===== src/rtl/sampseq_pkg.sv =====
package sampseq_pkg;

   typedef enum logic [2:0] {
      SQ_HOLD,
      SQ_LINK,
      SQ_CODE,
      SQ_CLEAR,
      SQ_ARM,
      SQ_SEND
   } sq_state_t;

   typedef enum logic [1:0] {
      BP_IDLE,
      BP_WAIT,
      BP_STRB,
      BP_GAP
   } bp_phase_t;

   localparam int STROBE_CLKS = 4;
   localparam int GAP_CLKS    = 2;

   localparam logic [7:0] CODE_SLOW = 8'h01;
   localparam logic [7:0] CODE_MID  = 8'h02;
   localparam logic [7:0] CODE_FAST = 8'h03;

endpackage


===== src/rtl/ss_sync.sv =====
module ss_sync #(
   parameter int               WIDTH  = 1,
   parameter int               STAGES = 2,
   parameter logic [WIDTH-1:0] INIT   = '0
) (
   input  logic             clk,
   input  logic             rst_n,
   input  logic [WIDTH-1:0] d,
   output logic [WIDTH-1:0] q
);

   if (STAGES < 2) begin : g_bad_stages
      $error("ss_sync: STAGES must be at least 2");
   end

   for (genvar s = 0; s < STAGES; s++) begin : g_stage
      logic [WIDTH-1:0] r;
      if (s == 0) begin : g_first
         always_ff @(posedge clk or negedge rst_n) begin
            if (!rst_n) r <= INIT;
            else        r <= d;
         end
      end else begin : g_next
         always_ff @(posedge clk or negedge rst_n) begin
            if (!rst_n) r <= INIT;
            else        r <= g_stage[s-1].r;
         end
      end
   end

   assign q = g_stage[STAGES-1].r;

endmodule


===== src/rtl/ss_tick.sv =====
module ss_tick #(
   parameter int PERIOD_A = 120000,
   parameter int PERIOD_B = 60000,
   parameter int PERIOD_C = 36000
) (
   input  logic       clk,
   input  logic       rst_n,
   input  logic       load,
   input  logic       stop,
   input  logic [1:0] sel,
   output logic       tick
);

   localparam int PMAX_AB = (PERIOD_A > PERIOD_B) ? PERIOD_A : PERIOD_B;
   localparam int PMAX    = (PMAX_AB > PERIOD_C) ? PMAX_AB : PERIOD_C;
   localparam int CW      = $clog2(PMAX + 1);

   if (PERIOD_A < 2 || PERIOD_B < 2 || PERIOD_C < 2) begin : g_bad_period
      $error("ss_tick: every period must be at least 2 clocks");
   end

   logic [CW-1:0] cnt;
   logic [CW-1:0] lim;
   logic          en;

   always_ff @(posedge clk or negedge rst_n) begin
      if (!rst_n) begin
         cnt <= '0;
         lim <= '0;
         en  <= 1'b0;
      end else if (load) begin
         cnt <= '0;
         en  <= 1'b1;
         case (sel)
            2'd1:    lim <= CW'(PERIOD_A - 1);
            2'd2:    lim <= CW'(PERIOD_B - 1);
            default: lim <= CW'(PERIOD_C - 1);
         endcase
      end else if (stop) begin
         en  <= 1'b0;
         cnt <= '0;
      end else if (en) begin
         cnt <= (cnt == lim) ? '0 : cnt + 1'b1;
      end
   end

   assign tick = en && (cnt == lim);

endmodule


===== src/rtl/ss_byte_port.sv =====
module ss_byte_port
   import sampseq_pkg::*;
(
   input  logic       clk,
   input  logic       rst_n,
   input  logic       start_rd,
   input  logic       start_wr,
   input  logic [7:0] wdata,
   input  logic [7:0] bus_in,
   input  logic       avail_n,
   input  logic       space_n,
   output logic       done,
   output logic [7:0] rdata,
   output logic       rd_n,
   output logic       wr,
   output logic [7:0] bus_out,
   output logic       bus_oe
);

   localparam int LMAX = (STROBE_CLKS > GAP_CLKS) ? STROBE_CLKS : GAP_CLKS;
   localparam int CW   = $clog2(LMAX + 1);

   bp_phase_t     phase;
   logic          is_wr;
   logic [CW-1:0] cnt;
   logic [7:0]    wbuf;

   always_ff @(posedge clk or negedge rst_n) begin
      if (!rst_n) begin
         phase <= BP_IDLE;
         is_wr <= 1'b0;
         cnt   <= '0;
         wbuf  <= '0;
         rdata <= '0;
      end else begin
         case (phase)
            BP_IDLE: begin
               cnt <= '0;
               if (start_wr) begin
                  is_wr <= 1'b1;
                  wbuf  <= wdata;
                  phase <= BP_WAIT;
               end else if (start_rd) begin
                  is_wr <= 1'b0;
                  phase <= BP_WAIT;
               end
            end
            BP_WAIT: begin
               if (is_wr ? !space_n : !avail_n) begin
                  phase <= BP_STRB;
                  cnt   <= '0;
               end
            end
            BP_STRB: begin
               if (cnt == CW'(STROBE_CLKS - 1)) begin
                  if (!is_wr) rdata <= bus_in;
                  phase <= BP_GAP;
                  cnt   <= '0;
               end else begin
                  cnt <= cnt + 1'b1;
               end
            end
            default: begin
               if (cnt == CW'(GAP_CLKS - 1)) begin
                  phase <= BP_IDLE;
                  cnt   <= '0;
               end else begin
                  cnt <= cnt + 1'b1;
               end
            end
         endcase
      end
   end

   assign done    = (phase == BP_GAP) && (cnt == CW'(GAP_CLKS - 1));
   assign rd_n    = !((phase == BP_STRB) && !is_wr);
   assign wr      = (phase == BP_STRB) && is_wr;
   assign bus_out = wbuf;
   assign bus_oe  = is_wr && (phase != BP_IDLE);

endmodule


===== src/rtl/tick_sample_seq.sv =====
module tick_sample_seq
   import sampseq_pkg::*;
#(
   parameter int POS_W       = 16,
   parameter int PERIOD_A    = 120000,
   parameter int PERIOD_B    = 60000,
   parameter int PERIOD_C    = 36000,
   parameter int NUM_SAMPLES = 600,
   parameter int RST_HOLD    = 1200,
   parameter int SYNC_STAGES = 2
) (
   input  logic             clk,
   input  logic             rst_n,
   input  logic [POS_W-1:0] pos1_i,
   input  logic [POS_W-1:0] pos2_i,
   output logic             clr_o,
   output logic             link_rst_o,
   input  logic             link_up_i,
   input  logic             rx_avail_n_i,
   input  logic             tx_space_n_i,
   output logic             rd_n_o,
   output logic             wr_o,
   input  logic [7:0]       bus_i,
   output logic [7:0]       bus_o,
   output logic             bus_oe_o,
   output logic             overrun_o
);

   localparam int NBYTES = (2 * POS_W) / 8;
   localparam int BW     = (NBYTES > 1) ? $clog2(NBYTES) : 1;
   localparam int SCW    = $clog2(NUM_SAMPLES + 1);
   localparam int HCW    = $clog2(RST_HOLD + 1);

   if (POS_W % 8 != 0 || POS_W < 8) begin : g_bad_posw
      $error("tick_sample_seq: POS_W must be a positive multiple of 8");
   end
   if (NUM_SAMPLES < 1) begin : g_bad_count
      $error("tick_sample_seq: NUM_SAMPLES must be at least 1");
   end
   if (RST_HOLD < 1) begin : g_bad_hold
      $error("tick_sample_seq: RST_HOLD must be at least 1");
   end

   logic rx_n_s, tx_n_s, up_s, up_q;

   ss_sync #(.WIDTH(3), .STAGES(SYNC_STAGES), .INIT(3'b110)) u_sync (
      .clk   (clk),
      .rst_n (rst_n),
      .d     ({rx_avail_n_i, tx_space_n_i, link_up_i}),
      .q     ({rx_n_s, tx_n_s, up_s})
   );

   sq_state_t          st;
   logic [HCW-1:0]     hold_cnt;
   logic [1:0]         sel_q;
   logic [2*POS_W-1:0] snap;
   logic [BW-1:0]      byte_idx;
   logic [SCW-1:0]     smp_cnt;

   logic       tick, tick_stop;
   logic       bp_done;
   logic [7:0] bp_rdata, bp_wdata;
   logic       code_ok, last_byte, last_smp;

   assign code_ok   = (bp_rdata == CODE_SLOW) || (bp_rdata == CODE_MID) ||
                      (bp_rdata == CODE_FAST);
   assign last_byte = (byte_idx == BW'(NBYTES - 1));
   assign last_smp  = (smp_cnt == SCW'(NUM_SAMPLES - 1));
   assign tick_stop = (st == SQ_SEND) && bp_done && last_byte && last_smp;
   assign bp_wdata  = snap[8*byte_idx +: 8];
   assign clr_o     = (st == SQ_CLEAR);

   ss_tick #(.PERIOD_A(PERIOD_A), .PERIOD_B(PERIOD_B), .PERIOD_C(PERIOD_C)) u_tick (
      .clk   (clk),
      .rst_n (rst_n),
      .load  (st == SQ_CLEAR),
      .stop  (tick_stop),
      .sel   (sel_q),
      .tick  (tick)
   );

   ss_byte_port u_port (
      .clk      (clk),
      .rst_n    (rst_n),
      .start_rd (st == SQ_CODE),
      .start_wr (st == SQ_SEND),
      .wdata    (bp_wdata),
      .bus_in   (bus_i),
      .avail_n  (rx_n_s),
      .space_n  (tx_n_s),
      .done     (bp_done),
      .rdata    (bp_rdata),
      .rd_n     (rd_n_o),
      .wr       (wr_o),
      .bus_out  (bus_o),
      .bus_oe   (bus_oe_o)
   );

   always_ff @(posedge clk or negedge rst_n) begin
      if (!rst_n) begin
         st         <= SQ_HOLD;
         hold_cnt   <= '0;
         link_rst_o <= 1'b0;
         up_q       <= 1'b0;
         sel_q      <= '0;
         snap       <= '0;
         byte_idx   <= '0;
         smp_cnt    <= '0;
         overrun_o  <= 1'b0;
      end else begin
         up_q <= up_s;
         if (tick && st == SQ_SEND) overrun_o <= 1'b1;
         case (st)
            SQ_HOLD: begin
               if (hold_cnt == HCW'(RST_HOLD - 1)) begin
                  link_rst_o <= 1'b1;
                  st         <= SQ_LINK;
               end else begin
                  hold_cnt <= hold_cnt + 1'b1;
               end
            end
            SQ_LINK: if (up_s && !up_q) st <= SQ_CODE;
            SQ_CODE: begin
               if (bp_done && code_ok) begin
                  sel_q <= bp_rdata[1:0];
                  st    <= SQ_CLEAR;
               end
            end
            SQ_CLEAR: begin
               overrun_o <= 1'b0;
               smp_cnt   <= '0;
               st        <= SQ_ARM;
            end
            SQ_ARM: begin
               if (tick) begin
                  snap     <= {pos2_i, pos1_i};
                  byte_idx <= '0;
                  st       <= SQ_SEND;
               end
            end
            default: begin
               if (bp_done) begin
                  if (last_byte) begin
                     smp_cnt <= smp_cnt + 1'b1;
                     st      <= last_smp ? SQ_CODE : SQ_ARM;
                  end else begin
                     byte_idx <= byte_idx + 1'b1;
                  end
               end
            end
         endcase
      end
   end

endmodule


===== config.mk =====
export PLATFORM = sky130hd
export DESIGN_NAME = tick_sample_seq
export DESIGN_NICKNAME = d
export VERILOG_FILES = /design/src/rtl/sampseq_pkg.sv /design/src/rtl/ss_sync.sv /design/src/rtl/ss_tick.sv /design/src/rtl/ss_byte_port.sv /design/src/rtl/tick_sample_seq.sv
export SDC_FILE = /design/constraint.sdc
export NUM_CORES = 1
export LEC_CHECK = 0
export BUFFER_PORTS_ARGS = -buffer_cell sky130_fd_sc_hd__buf_2
export CAP_MARGIN = 20
export CELL_PAD_IN_SITES_DETAIL_PLACEMENT = 0
export CELL_PAD_IN_SITES_GLOBAL_PLACEMENT = 1
export CORE_MARGIN = 10
export CORE_UTILIZATION = 39
export CTS_CLUSTER_DIAMETER = 50
export CTS_CLUSTER_SIZE = 20
export DETAILED_ROUTE_END_ITERATION = 10
export PLACE_DENSITY = 0.69
export SYNTH_ARGS = -nofsm -noshare
export SYNTH_HDL_FRONTEND = slang
export SYNTH_SLANG_ARGS = --single-unit

===== constraint.sdc =====
create_clock -name clk -period 5.6 [get_ports clk]
set_input_delay 0 -clock clk [delete_from_list [all_inputs] [get_ports clk]]
set_output_delay 0 -clock clk [all_outputs]
set_load 0.05 [all_outputs]

Yosys cells after proc, flatten, opt, wreduce, memory -nomap -nowiden
Cells that the tools add are included.
Storage, ports and cells
  register bits after elaboration: 126
  bits of input ports: 45
  output and inout port bits: 14
  word-level logic and storage cells: 137
Operators by class
  add/sub/neg operators: 5
  equal/unequal tests: 27
  shift-type cells: 1
  multiplexer cells: 37
  bitwise logic cells: 4
  reduce and logical (&&, ||, !) cells: 44
Operators by type and width (count)
  17-bit 2-to-1 mux: 4
  17-bit case mux with 2 select lines: 1
  32-bit by 6-bit indexed part select with 8-bit output: 1
  3-bit 2-to-1 mux: 10
  10-bit 2-to-1 mux: 2
  10-bit case mux with 2 select lines: 1
  17-bit by 1-bit adder with 17-bit output, second input constant: 1
  17-bit equality test: 1
  8-bit by 2-bit equality test with 1-bit output, second input constant: 2
  2-bit 2-to-1 mux: 8
  3-bit case mux with 5 select lines: 1
  2-bit nonzero test: 7
  2-bit AND reduction: 6
  6-bit nonzero test: 2
  11-bit by 1-bit adder with 11-bit output, second input constant: 1
  11-bit equality test, second input constant: 1
  1-bit logical AND: 11
  10-bit by 1-bit adder with 10-bit output, second input constant: 1
  10-bit equality test, second input constant: 1
  3-bit by 2-bit equality test with 1-bit output, second input constant: 3
  3-bit case mux with 3 select lines: 1
  2-bit equality test, second input constant: 4
  8-bit by 1-bit equality test with 1-bit output, second input constant: 1
  2-bit inequality test, second input constant: 4
  21 further kinds: 43

Depth between registers and ports, before layout
Gate-level depths: netlist (run 1).
  depth in word-level cells: 7
  depth in mapped cells: 8
  depth with buffers taken out: 7

Modules after synthesis
From an unflattened synthesis (run 1), not the netlist that was laid out.
Unflattened totals
  cell total of the unflattened synthesis: 487
  area, all modules: 5685.5 um2
By module, submodules not included
  tick_sample_seq: times used 1, cells an instance 248, area each 3061.7 um2, sequential area each 1576.5 um2
  ss_tick: times used 1, cells an instance 149, area each 1408.9 um2, sequential area each 600.6 um2
  ss_byte_port: times used 1, cells an instance 84, area each 1059.8 um2, sequential area each 550.5 um2
  ss_sync: times used 1, cells an instance 6, area each 155.1 um2, sequential area each 155.1 um2

Least setup slack after synthesis (run 1)
Ideal clock, no wire load.
  kind: flip-flop to flip-flop
  from: register u_tick.cnt[13]
  to: register snap[10]
  library setup time: 0.125 ns
  data arrival time: 2.535 ns
  data required time: 5.475 ns
  slack: 2.940 ns
  cell stages (with the launch flop): 8
  path buffers: 2
  clock period less this slack: 2.660 ns
  cells stage by stage: dfrtp_1 or4_1 a222oi_1 nand4_1 or4_1 buf_6 buf_12 mux2_4
On the way
  word-level cells in the longest chain between the ends: 3
Ends and longest elaborated chain
  start: declaration: line ss_tick.sv:22  | logic [CW-1:0] cnt;
  start signal: assignment: line ss_tick.sv:43  | cnt <= (cnt == lim) ? '0 : cnt + 1'b1;
  17-bit equality test: line ss_tick.sv:47  | assign tick = en && (cnt == lim);
  1-bit logical AND: line ss_tick.sv:47
  2-bit AND reduction (no source line)
  end signal: assignment: line tick_sample_seq.sv:136  | snap <= {pos2_i, pos1_i};
  end: declaration: line tick_sample_seq.sv:56  | logic [2*POS_W-1:0] snap;
No other way between the ends.
A chain may end at the register's enable or synchronous reset.

Final worst setup path (run 1)
  from: register u_tick.cnt[13]
  to: register snap[3]
Same word-level chain as after synthesis.

==> flow_metrics.py, run 1 <==
metrics = {
    "route": {
        "drtIter0Drc": 292,
        "drt-total-wl_um": 12800,
        "postRouteAntennaNets": 0,
        "vias": 4145,
        "wl_per_cell_um": 16.2,
        "first_pass_iters": 4,
        "viasPerCell": 5.25,
        "drc": 0,
    },
    "synth": {
        "netlist.area_leader.share": 0.484,
        "synth_top_cells_by_count": "dfrtp_1 (111), nand2_1 (46), mux2_4 (29)",
        "synth_area_leaders": "dfrtp_1 (48%), mux2_4 (7.6%), mux2_2 (4.9%), ha_1 (3.7%), mux4_2 (3.1%)",
        "synthSimpleGateAreaFrac": 0.163,
        "synth_seq_area_share": 0.503,
        "synth_xor_area_frac": 0.0321,
        "synth_top_area_cell": "dfrtp_1",
        "synthAdderAreaFrac": 0.0371,
        "synth.most_common_cell": "dfrtp_1",
        "synth_ff_type": "dfrtp_1",
        "synth_mux_area_frac": 0.160,
        "synthArstFlopShare": 1.00,
        "synth_top_family_by_area": "simple AND/OR/NAND/NOR gates",
        "synth_edf_count": 0,
        "synth_compound_area_frac": 0.0720,
        "yosys.cell_types.count": 51,
        "postSynthCellCount": 490,
        "avgSynthCellArea_um2": 11.7,
        "synth_warnings": 0,
        "synth.cell_area_mm2": 0.00573,
        "synth-seq-cells": 115,
        "synth_fp_nets": 552,
    },
    "power_and_ir_drop": {
        "p_per_area_mw_per_mm2": 272,
        "p_leak_nw": 3.35,
        "power_mw": 1.94,
        "ir_worst_vdd_uv": 228,
    },
    "placed_design": {
        "gp_congestion": 0.797,
        "port_buffers": 58,
        "placedCellCount": 714,
        "hpwl_um": 8380,
        "place_area_mm2": 0.00614,
    },
    "sta": {
        "timing.fmax_ghz": 0.291,
        "timing_hold_violations_final": 0,
        "period_share": 0.613,
        "setup-tns-final_ps": 0,
        "final_max_slew_viol_count": 0,
        "relSlewSlack": 0.324,
        "tightest_slew_ps": 1010,
        "grt_setup_unrepaired": "false",
        "period_minus_slack_ps": 3430,
        "skew_ps": 12.6,
        "setup_viol": 0,
    },
    "clocking": {
        "htree_num_levels": 4,
        "cts_root_buf": "clkbuf_16",
        "clock_latency_ps": 410,
        "cts_buffer_depth": 2,
        "cts_setup_buffers": 0,
        "cts_buffers": 17,
        "tritoncts": "done",
        "clk_pin_slew_ps": 60,
        "clock_sinks": 115,
    },
    "worst_setup_path": {
        "crit_start": "u_tick.cnt[13]",
        "cp.arrival_ps": 3730,
        "cp-end-kind": "flop",
        "cp-start-kind": "flop",
        "required_ps": 5900,
        "rrSetupSlack_ps": 2170,
        "crit_path_max_fanout": 33,
        "critical_path_class": "reg2reg",
        "worstReg2RegStart": "u_tick.cnt[13]",
    },
    "cells_and_area": {
        "drive_gt1_frac": 0.269,
        "regArea_mm2": 0.00288,
        "synthToLayoutAreaGrowth_pct": 24.4,
        "final_nets": 655,
        "n_antenna_cell": 0,
        "final_cell_area_mm2": 0.00713,
        "final_cells": 790,
        "multi_input_area_mm2": 0.00267,
        "fillCellCount": 1262,
    },
    "grt": {
        "grt_max_degree": 65,
        "grt_antenna_before_repair": 0,
        "grt_remaining_overflow": 0,
        "grt_pass1_vias": 4372,
        "track_usage": 0.135,
        "grt_pass1_wl_um": 22100,
    },
    "min_path": {
        "hp-class": "in2async",
    },
    "floorplanning": {
        "initial_core_util": 0.396,
        "die_width_um": 141,
        "fp-row-count": 44,
        "ios": 59,
        "die_y_um": 141,
        "coreArea_mm2": 0.0145,
        "die_area_mm2": 0.0200,
    },
    "outcome": {
        "status": "completed",
    },
    "job": {
        "max_cap_viol_count": 0,
    },
}
[critical path: stages (launching register included)]
cell and delay [ps]:
dfrtp_1 460, or4_1 550, a222oi_1 460, nand4_1 260, or4_2 1110, mux2_4 460
[layer usage]
layer | vias up | routed length, um | GRT usage
met5 | - | 0 | 0
met4 | 0 | 109 | 0.0505
met3 | 7 | 517 | 0.0381
met2 | 87 | 6310 | 0.220
met1 | 2063 | 5820 | 0.166
li1 | 1988 | - | -
[state kept, by name, summed over array words and instances (netlist names), 2 cells and up]
register / flops
u_sync.g_stage.r: 3
u_tick.cnt: 17
byte_idx: 2
smp_cnt: 10
u_port.rdata: 8
hold_cnt: 11
sel_q: 2
u_tick.lim: 6
u_port.phase: 2
u_port.cnt: 3
st: 3
u_sync.q: 3
snap: 32
u_port.bus_out: 8
[area by class of cell]
cell class                 instances  share of cell area
clock buffer                      17              0.0596
clock inverter                    15              0.0175
inverter                          15             0.00789
multi-input combinational        340               0.374
sequential                       115               0.404
tap                              184              0.0323
timing repair buffer             104               0.105
[final timing paths]
kind                                     endpoint  cells after the start
setup reg to reg                          snap[3]                      5
hold / removal                         smp_cnt[2]                      2
setup / recovery                          snap[3]                      5
min in group clk           u_sync.g_stage[0].r[2]                      2
hold reg to reg                       u_sync.q[0]                      0
max in group asynchronous                snap[25]                      3
[kinds of logic (layout without fill, tap and decap cells)]
group	count (synthesis)	count (layout)
DFF	115	115
muxes	64	64
adders and majority gates	17	17
AOI/OAI and AO/OA	64	64
and+or+nand+nor	174	174
buffers and inverters	35	151
xor gates and xnor gates	21	21
[power by group]
group | internal [mW] | switching (mW) | total (mW) | leakage [nW]
clock network | 0.577 | 0.421 | 0.997 | 0.270
registers | 0.850 | 0.00862 | 0.858 | 1.48
logic | 0.0524 | 0.0300 | 0.0824 | 1.60
[stage by stage]
step	worst slack, ps	utilization	hold slack [ps]
2_1_floorplan	2940	-	-296
3_3_place_gp	2240	0.424	86.6
3_5_place_dp	2200	0.424	86.2
4_1_cts	2160	0.493	184
5_1_grt	1970	0.493	220
6_report	2170	0.493	172
[cells in the final DEF (no fill, tap or decap), types with 9 or more instances in the layout]
cell and n:
mux2_2 25, clkbuf_16 17, nand3_1 16, nand4_1 13, and3_1 9, nor2_1 27, o21ai_0 14, inv_1 15
dfrtp_1 111, or4_1 9, buf_2 57, ha_1 17, xor2_1 13, nand3b_1 10, dlygate4sd3_1 44, a31oi_1 13
mux2_4 29, a21oi_1 15, nand2_1 46
[what timing repair did]
action,4_1_cts,5_1_grt
hold buffers,44,0
hold endpoints to repair,90,0
resized for setup,0,0
Note: power is estimated with default switching activity, not from simulation.
==> run 2: changes to the inputs <==
Settings changed: ABC_AREA set to 1, PLACE_DENSITY 0.69 to 0.76.
Clock period 5.6 ns to 2.9 ns, I/O delays scaled along.
==> run 2 against run 1 <==
  * Non-clock buffer count increased by 4
  * Setup slack got worse by 1300 ps
  * Register-to-register slack got worse by 1300 ps
  * Final cell count increased by 31%
  * Critical endpoint is now smp_cnt[8]
  * Largest power group unchanged
==> flow_metrics.py, run 2 <==
metrics = {
    "outcome": {
        "status": "completed",
    },
    "clocking": {
        "cts_setup_buffers": 0,
        "cts_root_buf": "clkbuf_16",
        "clk_pin_slew_ps": 50,
        "htree_num_levels": 4,
        "clock_sinks": 115,
        "tritoncts": "done",
        "cts_buffer_depth": 2,
        "cts_buffers": 17,
        "clock_latency_ps": 420,
    },
    "grt": {
        "grt_remaining_overflow": 0,
        "grt_antenna_before_repair": 0,
        "grt_pass1_vias": 5382,
        "track_usage": 0.153,
        "grt_pass1_wl_um": 25400,
        "grt_max_degree": 66,
    },
    "route": {
        "wl_met2_um": 7140,
        "wl_per_cell_um": 14.1,
        "postRouteAntennaNets": 0,
        "vias": 5080,
        "drt-met1-wl_um": 6540,
        "drtIter0Drc": 265,
        "met3_length_um": 519,
        "drc": 0,
        "first_pass_iters": 5,
        "drt-total-wl_um": 14600,
        "top_layer_used": "met4",
        "viasPerCell": 4.91,
    },
    "sta": {
        "relSlewSlack": 0.567,
        "period_share": 0.699,
        "final_max_slew_viol_count": 0,
        "period_minus_slack_ps": 2030,
        "grt_setup_unrepaired": "false",
        "timing_hold_violations_final": 0,
        "setup_viol": 0,
        "timing.fmax_ghz": 0.493,
        "tightest_slew_ps": 647,
        "setup-tns-final_ps": 0,
        "skew_ps": 5.51,
        "setup_ws_ps": 873,
    },
    "worst_setup_path": {
        "required_ps": 3240,
        "cp-start-kind": "flop",
        "crit_path_max_fanout": 18,
        "cp_slowest_stage_delay_ps": 650,
        "crit_top_cell": "nand2_1",
        "critical_path_class": "reg2reg",
        "cp-end-kind": "flop",
        "critical_path.cell_chain": "ha_1 -> inv_1 -> nor2_1 -> nand2_1 -> nand2_2 -> nand2_1 -> nor2_1 -> nand2_1 -> nand2_1 -> nand2_1 -> nor2_1",
        "cp.arrival_ps": 2370,
        "slowest_stage": "dfrtp_1",
    },
    "floorplanning": {
        "coreArea_mm2": 0.0147,
        "fp-row-count": 44,
        "ios": 59,
        "die_width_um": 143,
        "die_area_mm2": 0.0205,
        "die_y_um": 143,
        "initial_core_util": 0.403,
    },
    "synth": {
        "synthArstFlopShare": 1.00,
        "synth_ff_type": "dfrtp_1",
        "yosys.cell_types.count": 40,
        "synth-seq-cells": 115,
        "synth.most_common_cell": "nand2_1",
        "synth_seq_area_share": 0.486,
        "synth_top_cells_by_count": "nand2_1 (188), dfrtp_1 (111), inv_1 (84)",
        "postSynthCellCount": 731,
        "synth_area_leaders": "dfrtp_1 (47%), nand2_1 (12%), inv_1 (5.3%), nor2_1 (4.7%), nand3_1 (3.8%)",
        "synth_fp_nets": 793,
        "synth_edf_count": 0,
        "synth.cell_area_mm2": 0.00593,
        "synth_top_area_cell": "dfrtp_1",
        "avgSynthCellArea_um2": 8.11,
        "synth_warnings": 0,
        "netlist.area_leader.share": 0.469,
    },
    "placed_design": {
        "hpwl_um": 10000,
        "placedCellCount": 959,
        "port_buffers": 58,
        "dpl_worst_slack_ps": 866,
        "place_area_mm2": 0.00639,
        "gp_congestion": 0.868,
    },
    "cells_and_area": {
        "final_cell_area_mm2": 0.00742,
        "synthToLayoutAreaGrowth_pct": 25.3,
        "n_antenna_cell": 0,
        "top_regs": "snap (32), u_tick.cnt (17), hold_cnt (11)",
        "drive_gt1_frac": 0.154,
        "layout_common_cells": "nand2_1 (188), dfrtp_1 (111), inv_1 (84)",
        "largest_reg_flops": 32,
        "mostFrequentLayoutCell": "nand2_1",
        "final_nets": 900,
        "largest_register": "snap",
        "final_cells": 1035,
    },
    "power_and_ir_drop": {
        "p_per_area_mw_per_mm2": 521,
        "p_leak_nw": 3.80,
        "ir_worst_vdd_uv": 406,
        "power_mw": 3.87,
    },
    "min_path": {
        "hp-class": "in2async",
    },
    "job": {
        "max_cap_viol_count": 0,
    },
}
## run 2: worst paths after layout
kind / from / endpoint / slack, ps / depth (start not counted)
hold reg to reg: u_sync.g_stage[0].r[1] / u_sync.q[1] / 360 / 0
min in group clk: tx_space_n_i / u_sync.g_stage[0].r[1] / 220 / 2
setup / recovery: byte_idx[1] / smp_cnt[8] / 870 / 11
max in group asynchronous: rst_n / u_sync.q[0] / 2030 / 3
setup reg to reg: byte_idx[1] / smp_cnt[8] / 870 / 11
hold / removal: rst_n / u_tick.cnt[15] / 130 / 2
## run 2: timing repair
action                    CTS  global route
hold buffers               44             0
hold endpoints to repair   83             0
gates resized for setup     0             0
## run 2: cell families (layout without fill, tap and decap cells)
kind of cell | count (synthesis) | after routing | synth area share
buf+inv | 119 | 239 | 0.0828
fa+ha+maj | 17 | 17 | 0.0359
mux | 6 | 6 | 0.0114
compound gates | 98 | 98 | 0.0948
flops | 115 | 115 | 0.486
simple gates | 358 | 358 | 0.262
xor+xnor | 18 | 18 | 0.0266
## run 2: critical path: cells and delay by family, from the launching register on
kind / cells / cell delay (ps)
fa+ha+maj: 1 / 260
buf+inv: 1 / 70
flops: 1 / 650
simple gates: 9 / 990
## run 2: power breakdown
group / switching (mW) / internal [mW]
logic: 0.0587 / 0.0707
clock network: 0.727 / 1.39
registers: 0.00484 / 1.62
total: 0.790 / 3.08
## run 2: through the flow
step / utilization / hold slack [ps]
6_report: 0.505 / 126
5_1_grt: 0.505 / 179
4_1_cts: 0.505 / 143
3_5_place_dp: 0.435 / 41.0
3_3_place_gp: 0.435 / 33.3
2_1_floorplan: - / -296
## run 2: cell type report
class,instances,area (um2)
fillers,1387,7280
flip-flops and latches,115,2880
multi-input cells,497,2550
repair buffers,108,791
clock buffers,22,464
inverters,99,372
well taps,184,230
clock inverters,10,131
## run 2: routing by layer
metal / track usage / up-vias
li1: - / 2582
met1: 0.182 / 2365
met2: 0.253 / 105
met3: 0.0418 / 28
met4: 0.0672 / 0
met5: 0 / -
==> run 3: changes to the inputs <==
Settings changed: PLACE_DENSITY 0.76 to 0.74.
Clock period 2.9 ns to 2.1 ns, I/O delays scaled along.
==> run 3 against run 2 <==
  * Register-to-register slack got worse by 660 ps
  * Critical endpoint is now hold_cnt[10]
  * Wire length fell by 0.17%
  * Combinational power rose by 41%
  * Worst hold slack improved by 16 ps
  * Critical path type unchanged
  * Largest cell class unchanged
  * Sequential power rose by 38%
  * Cell area rose by 1.9%
  * Global-route usage fell by 0.26 points
  * Fmax rose by 7.7%
  * Clock skew rose by 1.8 ps
==> flow_metrics.py, run 3 (synthesized netlist as in run 2, its figures left out) <==
metrics = {
    "sta": {
        "period_share": 0.896,
        "setup-tns-final_ps": 0,
        "relSlewSlack": 0.638,
        "tightest_slew_ps": 539,
        "skew_ps": 7.27,
        "timing_hold_violations_final": 0,
        "setup_viol": 0,
        "timing.fmax_ghz": 0.531,
        "period_minus_slack_ps": 1880,
        "final_max_slew_viol_count": 0,
        "setup_ws_ps": 218,
        "grt_setup_unrepaired": "false",
    },
    "outcome": {
        "status": "completed",
    },
    "clocking": {
        "cts_buffers": 17,
        "tritoncts": "done",
        "clock_latency_ps": 410,
        "cts_buffer_depth": 2,
        "cts_root_buf": "clkbuf_16",
        "clk_pin_slew_ps": 50,
        "clock_sinks": 115,
        "htree_num_levels": 4,
    },
    "floorplanning": {
        "coreArea_mm2": 0.0147,
        "die_area_mm2": 0.0205,
        "fp-row-count": 44,
        "die_y_um": 143,
        "die_width_um": 143,
        "initial_core_util": 0.403,
        "ios": 59,
    },
    "cells_and_area": {
        "multi_input_area_mm2": 0.00256,
        "top_regs": "snap (32), u_tick.cnt (17), hold_cnt (11)",
        "layout_common_cells": "nand2_1 (188), dfrtp_1 (111), inv_1 (84)",
        "final_nets": 908,
        "largest_register": "snap",
        "drive_gt1_frac": 0.164,
        "n_antenna_cell": 0,
        "mostFrequentLayoutCell": "nand2_1",
        "largest_reg_flops": 32,
        "fillCellCount": 1394,
        "fin_util": 0.514,
        "regArea_mm2": 0.00288,
        "synthToLayoutAreaGrowth_pct": 27.6,
    },
    "power_and_ir_drop": {
        "p_int_mw": 4.44,
        "ir_worst_vdd_uv": 631,
        "p_switching_mw": 1.08,
        "p_comb_frac": 0.033,
        "pwr-share-seq": 0.407,
        "switching_share": 0.195,
        "p_leak_nw": 3.87,
        "p_per_area_mw_per_mm2": 729,
        "pwr-share-clk": 0.560,
    },
    "worst_setup_path": {
        "crit_path_max_fanout": 8,
        "cp-start-kind": "flop",
        "cp.arrival_ps": 2190,
        "reg2reg_depth": 10,
        "r2r_end": "hold_cnt[10]",
        "rrSetupSlack_ps": 220,
        "required_ps": 2410,
        "cp-end-kind": "flop",
        "critical_path_class": "reg2reg",
        "worstReg2RegStart": "st[0]",
    },
    "route": {
        "wl_per_cell_um": 14.0,
        "vias": 5096,
        "drtIter0Drc": 259,
        "drt-total-wl_um": 14500,
        "first_pass_iters": 4,
        "drc": 0,
        "postRouteAntennaNets": 0,
        "viasPerCell": 4.89,
    },
    "job": {
        "max_cap_viol_count": 0,
    },
    "min_path": {
        "hp-class": "in2async",
    },
    "grt": {
        "grt_remaining_overflow": 0,
        "track_usage": 0.150,
        "grt_pass1_wl_um": 25000,
        "grt_antenna_before_repair": 0,
        "grt_max_degree": 68,
        "grt_pass1_vias": 5217,
    },
    "placed_design": {
        "hpwl_um": 10000,
        "port_buffers": 58,
        "gp_congestion": 0.863,
        "dpl_worst_slack_ps": 151,
    },
}
## run 3: changes by cell type in the layout (fill, tap and decap cells not counted), sizes merged
cell | previous run | this run
clkinv | 8 | 6
buf | 64 | 71
bufinv | 3 | 4
dlygate4sd3 | 44 | 45
## run 3: final cells by class
class,count,area share
multi-input cells,497,0.339
clock buffers,22,0.0640
flip-flops and latches,115,0.381
inverters,99,0.0491
repair buffers,116,0.116
well taps,184,0.0304
clock inverters,9,0.0200
## run 3: power groups by stage
stage          combinational (mW)  sequential, mW  clock (mW)
6_report                    0.182            2.24        3.09
5_1_grt                     0.207            2.24        3.25
4_1_cts                     0.186            2.24        3.16
3_5_place_dp                0.122            2.28           0
3_3_place_gp                0.119            2.28           0
2_1_floorplan              0.0209            2.28           0
## run 3: worst max-delay path, stage by stage (launching register included)
cell and delay (ps):
dfrtp_1 430, inv_2 120, nand2_1 100, nor2_1 200, inv_1 120, a21oi_4 220, nand2_1 150, nor2_2 230
nand3_1 100, nand2_1 80, nand2_1 40
## run 3: through the flow
stage          instance area [um2]  total power, mW  hold WS, ps  cells
3_5_place_dp                  6460             2.40         -169    966
6_report                      7560             5.51          142   1042
5_1_grt                       7560             5.70          183   1042
4_1_cts                       7550             5.59          145   1042
3_3_place_gp                  6460             2.40         -168    966
2_1_floorplan                 5930             2.30         -296    731
## run 3: metal layers
metal  global-route usage  part of all wire
met1                0.180              0.45
met2                0.254              0.49
met3               0.0398             0.038
met4               0.0575             0.019
met5                    0                 0
## run 3: how the worst max path moves through the flow
stage,start,slack [ps],to
2_1_floorplan,st[2],390,smp_cnt[8]
3_3_place_gp,u_port.phase[0],230,u_tick.cnt[1]
3_5_place_dp,u_port.cnt[0],150,u_tick.cnt[14]
4_1_cts,u_port.cnt[0],80,u_tick.cnt[5]
5_1_grt,st[0],40,hold_cnt[10]
6_report,st[0],220,hold_cnt[10]
## run 3: timing repair
| action | 4_1_cts | 5_1_grt |
|---|---|---|
| gates resized for setup | 0 | 3 |
| setup buffers | 0 | 0 |
| hold endpoints to repair | 158 | 0 |
| setup endpoints to repair | 0 | 18 |
| hold buffers | 45 | 0 |
